===== config.mk =====
export PLATFORM = sky130hd
export DESIGN_NAME = pwm_fifo_gen
export DESIGN_NICKNAME = d
export VERILOG_FILES = /design/src/rtl/pwm_fifo_gen.sv
export SDC_FILE = /design/constraint.sdc
export NUM_CORES = 1
export LEC_CHECK = 0
export BUFFER_PORTS_ARGS = -buffer_cell sky130_fd_sc_hd__buf_2
export CORE_UTILIZATION = 55
export CTS_BUF_LIST = sky130_fd_sc_hd__clkbuf_16
export CTS_CLUSTER_DIAMETER = 60
export DETAILED_ROUTE_END_ITERATION = 6
export GPL_TIMING_DRIVEN = 0
export HOLD_SLACK_MARGIN = 0.02
export PLACE_DENSITY_LB_ADDON = 0.05
export SLEW_MARGIN = 10
export SYNTH_ARGS = -nofsm -noshare
export SYNTH_HDL_FRONTEND = slang
export SYNTH_SLANG_ARGS = --single-unit

===== constraint.sdc =====
create_clock -name clk -period 4.6 [get_ports clk]
set_input_delay 0.46 -clock clk [delete_from_list [all_inputs] [get_ports clk]]
set_output_delay 0.46 -clock clk [all_outputs]
set_load 0.01 [all_outputs]

===== src/rtl/pwm_fifo_gen.sv =====
module pwm_fifo_gen #(
  parameter int SW = 16,
  parameter int PW = 16
) (
  input  logic        clk,
  input  logic        rst_n,
  input  logic        bus_wr,
  input  logic [1:0]  bus_addr,
  input  logic [31:0] bus_wdata,
  output logic [31:0] bus_rdata,
  output logic        pwm_out
);
  localparam int DEPTH = 4;
  localparam logic [PW-1:0] PMAX = {PW{1'b1}};

  logic [19:0]   ctrl;
  logic          srst_q;
  logic [PW-1:0] per_r, cnt, plim, last;
  logic [11:0]   pre_cnt;
  logic [2:0]    rep_cnt, rep_last, fcnt;
  logic [SW-1:0] cur;
  logic [SW-1:0] mem [DEPTH];
  logic [1:0]    rp, wp, outsel;
  logic          loaded, err_f, cmp_f, rov_f;
  logic          running, tick, wrap, rep_done, raw;
  logic          wr_ctl, wr_st, wr_smp, push, pop, pop_stop, pop_run;
  logic          unused_bits;

  assign outsel   = ctrl[19:18];
  assign running  = ctrl[0] && (ctrl[17:16] != 2'd0) && !srst_q;
  assign plim     = (per_r == PMAX) ? PMAX - 1'b1 : per_r;
  assign last     = plim + 1'b1;
  assign tick     = running && (pre_cnt == ctrl[15:4]);
  assign wrap     = tick && (cnt >= last);
  assign rep_last = 3'((1 << ctrl[2:1]) - 1);
  assign rep_done = (rep_cnt == rep_last);

  assign wr_ctl   = bus_wr && bus_addr == 2'd0 && !srst_q;
  assign wr_st    = bus_wr && bus_addr == 2'd1 && !srst_q;
  assign wr_smp   = bus_wr && bus_addr == 2'd2 && !srst_q;
  assign push     = wr_smp && fcnt != 3'd4;
  assign pop_stop = !running && !loaded && fcnt != 3'd0 && !srst_q;
  assign pop_run  = wrap && rep_done && fcnt != 3'd0;
  assign pop      = pop_stop || pop_run;

  assign raw      = running && (32'(cnt) < 32'(cur));
  assign pwm_out  = outsel[1] ? 1'b0 : (raw ^ outsel[0]);
  assign unused_bits = ^bus_wdata[31:20];

  always_comb begin
    case (bus_addr)
      2'd0:    bus_rdata = {12'd0, ctrl[19:4], srst_q, ctrl[2:0]};
      2'd1:    bus_rdata = {25'd0, err_f, cmp_f, rov_f, fcnt == 3'd0, fcnt};
      2'd2:    bus_rdata = 32'(cur);
      default: bus_rdata = 32'(per_r);
    endcase
  end

  always_ff @(posedge clk)
    if (push) mem[wp] <= bus_wdata[SW-1:0];

  always_ff @(posedge clk) begin
    if (!rst_n || srst_q) begin
      ctrl <= '0; srst_q <= 1'b0; per_r <= '0; cnt <= '0; pre_cnt <= '0;
      rep_cnt <= '0; cur <= '0; rp <= '0; wp <= '0; fcnt <= '0;
      loaded <= 1'b0; err_f <= 1'b0; cmp_f <= 1'b0; rov_f <= 1'b0;
    end else begin
      if (wr_ctl) begin
        if (bus_wdata[3]) srst_q <= 1'b1;
        else              ctrl   <= bus_wdata[19:0] & ~20'h8;
      end
      if (bus_wr && bus_addr == 2'd3) per_r <= bus_wdata[PW-1:0];
      if (push) wp <= wp + 1'b1;
      if (pop) begin
        rp  <= rp + 1'b1;
        cur <= mem[rp];
      end
      if (pop_stop) loaded <= 1'b1;
      fcnt <= fcnt + {2'b0, push} - {2'b0, pop};

      if (!running) begin
        pre_cnt <= '0; cnt <= '0; rep_cnt <= '0;
      end else if (tick) begin
        pre_cnt <= '0;
        if (wrap) begin
          cnt     <= '0;
          rep_cnt <= rep_done ? 3'd0 : rep_cnt + 1'b1;
        end else begin
          cnt <= cnt + 1'b1;
        end
      end else begin
        pre_cnt <= pre_cnt + 1'b1;
      end

      err_f <= (err_f && !(wr_st && bus_wdata[6])) || (wr_smp && fcnt == 3'd4);
      cmp_f <= (cmp_f && !(wr_st && bus_wdata[5])) || (tick && 32'(cnt) == 32'(cur));
      rov_f <= (rov_f && !(wr_st && bus_wdata[4])) || wrap;
    end
  end
endmodule


==> results by group, run 1 <==
Clocking
  – CTS tree: yes
  – Hold_buf cts: 0
  – CTS H-Tree Depth: 4
  – Skew-Pair Late Insertion Delay: 0.44 ns
  – CTS clk-pin slew, worst paths: approximately 0.07 ns
  – CTS Buf Count: 17
  – Clock root buffer: clkbuf_16
  – CTS Sinks: 158
  – Clock buffer depth: 2

Floorplan
  – Die area: roughly 0.015 mm2
  – Core area: 0.0139 mm2
  – FP Rows: 43
  – Die width: 122 um
  – Initial core utilization: a little under three fifths
  – I/O pin cnt: 70
  – DIE HEIGHT: approximately 120 um

Detailed routing
  – DRC violations left: 0
  – Iteration-0 DRC Markers: 432
  – Routed WL per cell: roughly 19 um
  – DR vias: 6006
  – Final WL: 19600 um
  – Via/cell ratio: a little under 6
  – Antenna viol nets, final: 0
  – Drt pass-1 iters: 5

STA
  – Final cycle utilization of the critical path: 96.0%
  – Final Hold Fails: 0
  – Sum Neg Setup Slack: 0 ns
  – Slew headroom: 27.6%
  – Slew at the pin closest to its max-slew limit: around 1.1 ns
  – Post-layout min period: 4.42 ns
  – Final Max Slew Viols: 0
  – Clk_skew: just over 0.008 ns
  – Fmax: 226 MHz
  – Setup violators final: 0

Finish
  – Most frequent cells in the layout: 107 x nand2_1, 84 x dfxtp_1, 64 x a21oi_1, 64 x edfxtp_1, 51 x buf_2
  – Area grow syn2layout: 15.7%
  – Share of cells above drive strength 1: 19.4%
  – Nets: between 900 and 1000
  – Most common cell after layout, fill and taps aside: nand2_1
  – Final-layout fill cell count: approximately 1100
  – # diodes: 0
  – Fin area: 0.00916 mm2

GRT
  – Tot GR Track Use: 28.3%
  – Initial antenna violation count: 0
  – Pin count of the biggest net entering global routing: 18
  – Vias in the first global route: 5866
  – First-pass GRT wire length: between 30000 and 40000 um
  – Total gr overflow: 0

Job
  – Max cap viols: 0

Logic synthesis
  – Synth Cell Area: between 0.007 and 0.008 mm2
  – Async SR Flop Fraction: 0%
  – Average size of a mapped cell: 10.3 um2
  – Count of cell types in the netlist: 60
  – Yosys Warn Count: 0
  – Sequential fraction of the synthesis area: roughly half
  – Synthesis-stage register bit count: about 160
  – Syn Inst Count: between 700 and 800
  – Ys flop type: dfxtp_1
  – EDFF count, synth: 64

Critical path
  – Reg-to-reg startpoint: per_r[3]
  – Crit path capture type: flip-flop
  – Max FO, Critical Path: 10
  – Crit path launch type: flip-flop
  – Critical Path AT: 4.76 ns
  – Kind of critical path: flip-flop to flip-flop
  – Crit path from: per_r[3]
  – Worst endpoint required time: 4.94 ns

Pwr
  – PwrDens: 422 mW/mm2
  – Flop pwr share: 41.9%
  – Switch share: 30.8%
  – Psw: 1190 uW
  – Clock network fraction of design power: 36.5%
  – Logic gate share of total power: 21.6%
  – Total Power: 3870 uW
  – Maximum VDD drop: 348 uV
  – Pint: 2670 uW
  – Leakage: 0.00344 uW

Placed design
  – PortBufs: 45
  – Placer Congestion: 0.917
  – Area of placed instances: 0.00841 mm2
  – Post-detail-place hpwl: approximately 15000 um

Hold path
  – Worst hold start: bus_wdata[16]
  – Hold Path Class: primary input to flip-flop

Outcome
  – Outcome: complete, no violations
[sequential cells by signal (all words and copies together) (netlist names), 2 cells and up]
signal and flops:
mem 64, ctrl 19, cnt 16, cur 16, per_r 16, pre_cnt 12, fcnt 3, rep_cnt 3
rp 2, wp 2
[critical path, stage by stage, from the launching register on]
cell,delay (ns)
dfxtp_4,0.36
and3_4,0.18
and3_4,0.20
nor2b_2,0.15
nand2_1,0.07
nand2_2,0.07
inv_1,0.11
ha_4,0.19
nand4_1,0.10
xor2_1,0.16
ha_1,0.31
nand4_1,0.18
nor3_4,0.26
buf_4,0.15
a2bb2oi_4,0.08
a211o_1,0.37
buf_6,0.16
buf_6,0.13
nand2_1,0.07
ha_1,0.23
inv_1,0.05
ha_1,0.16
fa_2,0.43
and2_1,0.14
[synthesized netlist by cell type (3+ instances only)]
cell | instances | area share (%)
a2111oi_0 | 3 | 0.33
a21o_1 | 3 | 0.28
a21oi_1 | 64 | 4.0
a22o_1 | 9 | 1.0
and2_1 | 12 | 0.95
and3_1 | 14 | 1.1
and4_1 | 4 | 0.44
buf_1 | 4 | 0.19
buf_2 | 7 | 0.44
buf_4 | 13 | 1.2
clkbuf_1 | 18 | 0.85
dfxtp_1 | 94 | 24
edfxtp_1 | 64 | 24
ha_1 | 42 | 6.6
inv_1 | 28 | 1.3
mux2i_1 | 3 | 0.38
mux4_2 | 23 | 6.5
nand2_1 | 108 | 5.1
nand3_1 | 39 | 2.5
nand4_1 | 18 | 1.4
nor2_1 | 49 | 2.3
nor2b_1 | 5 | 0.40
nor3_1 | 11 | 0.70
nor4_2 | 4 | 0.63
o211ai_1 | 3 | 0.28
o21a_1 | 3 | 0.28
o21ai_0 | 21 | 1.3
o21ai_1 | 9 | 0.57
xnor2_1 | 16 | 1.8
xor2_1 | 35 | 3.9
[power by group through the flow]
stage	combinational (uW)	sequential (uW)	clock (uW)
after floorplan	586	1620	0
after global placement	782	1640	0
after detailed placement	800	1650	0
after CTS	808	1620	1430
after global routing	921	1630	1490
final	834	1620	1410
[worst paths after layout]
| check | end | slack (ns) | cells past startpoint |
|---|---|---|---|
| worst max-delay path | fcnt[1] | 0.18 | 23 |
| worst min-delay path | ctrl[16] | 0.27 | 3 |
| worst max register to register | fcnt[1] | 0.18 | 23 |
| worst min register to register | cur[9] | 0.47 | 2 |
[routing by layer]
layer | global-route usage, % | part of all wire (%) | up-vias
li1 | - | - | 2885
met2 | 47.1 | 49 | 191
met1 | 36.1 | 44 | 2882
met5 | 0 | 0 | -
met4 | 11.8 | 2.5 | 0
met3 | 5.06 | 4.6 | 48
[cell families (layout without fill, tap and decap cells)]
logic type	count (synthesis)	count (layout)	share of synthesized area [%]
AO/OA/AOI/OAI	133	133	10.4
XOR/XNOR	51	51	5.64
AND/OR/NAND/NOR	279	279	17.2
buffers and inverters	73	155	4.38
flip-flops	158	158	48.1
multiplexers	28	28	7.35
adder cells (fa/ha/maj)	43	43	6.89
other	1	12	0.0474
[stage by stage]
step           worst slack [ns]  instances  hold slack [ns]  util (%)
2_1_floorplan             0.382        777            0.444         -
3_3_place_gp             -0.242       1002            0.455      60.3
3_5_place_dp             -0.311       1002            0.465      60.3
4_1_cts                  0.0317       1035            0.266      64.9
5_1_grt                -0.00899       1039            0.285      65.7
6_report                  0.184       1039            0.273      65.7
[timing repair]
item                                    in CTS  in global routing
resized for setup                            7                 32
gates cloned                                 0                  0
buffers inserted                             1                  4
pin swaps                                    1                  4
endpoints found under the setup margin       2                  2
[layout make-up]
cell class                      instances  area, um2  share of cell area (%)
Inverter                               29        109                    1.19
Buffer                                 44        244                    2.66
Clock buffer                           17        425                    4.65
Tap cell                              180        225                    2.46
Sequential cell                       158       3840                    41.9
Timing Repair Buffer                   50        263                    2.87
Multi-Input combinational cell        546       3890                    42.5
Clock inverter                         15        164                    1.79
Note: power is estimated with default switching activity, not from simulation.
==> run 2, diff against run 1 <==
CTS_CLUSTER_SIZE = 8   (was not set)
SLEW_MARGIN = 20   (was 10)
clock period = 4.82 ns   (was 4.6 ns; I/O delays follow)
==> results by group, run 2 (same netlist as run 1, synthesis figures left out) <==
Placed design
  – Post-Place Worst Slack: -0.0914 ns
  – PortBufs: 45
  – Placer Congestion: 0.917
  – Post-detail-place hpwl: 14800 um

Floorplan
  – Initial core utilization: a little under three fifths
  – FP Rows: 43
  – I/O pin cnt: 70
  – DIE HEIGHT: 122 um
  – Die width: 122 um
  – Die area: approximately 0.015 mm2
  – Core area: ~0.014 mm2

Clocking
  – CTS Buf Count: 17
  – CTS Sinks: ~160
  – Clock buffer depth: 2
  – Hold_buf cts: 0
  – Skew-Pair Late Insertion Delay: 0.44 ns
  – CTS tree: yes
  – Clock root buffer: clkbuf_16
  – CTS H-Tree Depth: 4
  – CTS clk-pin slew, worst paths: 0.07 ns

STA
  – Final Hold Fails: 0
  – Fmax: 219 MHz
  – Clk_skew: 0.00824 ns
  – Setup violators final: 0
  – Post-layout min period: between 4 and 5 ns
  – Slew at the pin closest to its max-slew limit: 1.07 ns
  – Final cycle utilization of the critical path: 94.7%
  – Hold Slack: 0.301 ns
  – Slew headroom: 28.3%
  – Final Max Slew Viols: 0
  – Slack of the critical path: around 0.26 ns

Finish
  – Most frequent cells in the layout: 108 x nand2_1, 86 x dfxtp_1, 64 x a21oi_1, 64 x edfxtp_1, 52 x buf_2
  – Flip-flop count of the largest register after layout: 64
  – Area grow syn2layout: 14.4%
  – Largest Register: mem
  – Share of cells above drive strength 1: 17.8%
  – Most common cell after layout, fill and taps aside: nand2_1
  – Nets: 922
  – Regs by FF count: mem: 64 flops, ctrl: 19 flops
  – # diodes: 0

Detailed routing
  – Antenna viol nets, final: 0
  – DR vias: between 6000 and 7000
  – Routed WL per cell: 19.0 um
  – Iteration-0 DRC Markers: 435
  – Via/cell ratio: approximately 6
  – Final WL: a little under 20000 um
  – Drt pass-1 iters: 5
  – DRC violations left: 0

Critical path
  – Kind of critical path: flip-flop to flip-flop
  – Critical Path AT: 4.90 ns
  – CP max-delay cell: fa_1
  – Slowest stage delay, CP: between 0.4 and 0.5 ns
  – Worst path cell trace: and3_1, and3_2, nor2b_1, nand2_1, nand2_1, inv_1, ha_4, nand3_1, nor2_1, xnor2_1, ha_1, nand4_1, nor3_4, a31oi_4, a211o_1, buf_2, buf_6, nand2_1, ha_1, inv_1, ha_1, fa_1, and2_1
  – Max FO, Critical Path: 10
  – Crit path capture type: flip-flop
  – Worst endpoint required time: slightly above 5 ns
  – Crit path launch type: flip-flop
  – FF-to-FF path depth: 23

Pwr
  – PwrDens: just over 400 mW/mm2
  – Maximum VDD drop: about 330 uV
  – Total Power: 3670 uW
  – Leakage: 0.00341 uW

GRT
  – First-pass GRT wire length: 30600 um
  – Pin count of the biggest net entering global routing: 18
  – Total gr overflow: 0
  – Initial antenna violation count: 0
  – Vias in the first global route: 5842
  – Tot GR Track Use: 28.2%

Hold path
  – Hold Path Depth: 3
  – Hold Path Class: primary input to flip-flop

Job
  – Max cap viols: 0

Outcome
  – Outcome: complete, no violations
==> run 2: cell count changes in the layout (fill, tap and decap cells not counted), sizes merged <==
cell and delta:
buf -4
==> run 2: cell type report <==
class	instances	area, um2
multi-input cells	546	3850
inverters	29	109
well taps	180	225
flip-flops and latches	158	3810
plain buffers	44	238
clock buffers	17	425
repair buffers	46	233
clock inverters	15	164
fillers	1100	4880
==> run 2: critical path: cells and delay by family, from the launching register on <==
kind	cells	cell delay [ns]
fa+ha+maj	5	1.26
flops	1	0.39
simple gates	11	1.65
xor+xnor	1	0.13
compound gates	2	0.53
buf+inv	4	0.48
==> run 2: metal layers <==
metal | vias up | global-route usage (%) | part of all wire, %
met1 | 2942 | 35.9 | 44
met4 | 0 | 12.7 | 2.8
li1 | 2874 | - | -
met3 | 45 | 5.20 | 4.7
met2 | 182 | 46.5 | 49
met5 | - | 0 | 0
==> run 2: through the flow <==
step                      util [%]  TNS, ns  instances  cell area [um2]
final                         65.0        0       1035             9060
after global routing          65.0  -0.0233       1035             9060
after CTS                     64.6        0       1034             9010
after detailed placement      60.3   -0.162       1002             8410
after global placement        60.3  -0.0275       1002             8410
after floorplan                  -        0        777             7960
==> run 2: timing repair <==
item                                   4_1_cts  5_1_grt
endpoints found under the hold margin        0        0
resized for setup                            2       13
setup endpoints to repair                    2        2
pin swaps                                    0        3
setup buffers                                0        1
cloned                                       0        0
==> run 2: power breakdown <==
part / switching, uW / internal (uW) / leakage, uW / total [uW]
sequential: 74.1 / 1470 / 0.00134 / 1550
combinational: 445 / 330 / 0.00178 / 776
clock: 610 / 738 / 0.000292 / 1350
==> run 2: worst paths after layout <==
kind	start	end	slack [ns]
worst max-delay path	per_r[2]	fcnt[1]	0.26
worst min-delay path	bus_wdata[16]	ctrl[16]	0.30
worst max register to register	per_r[2]	fcnt[1]	0.26
worst min register to register	cur[9]	cur[9]	0.47
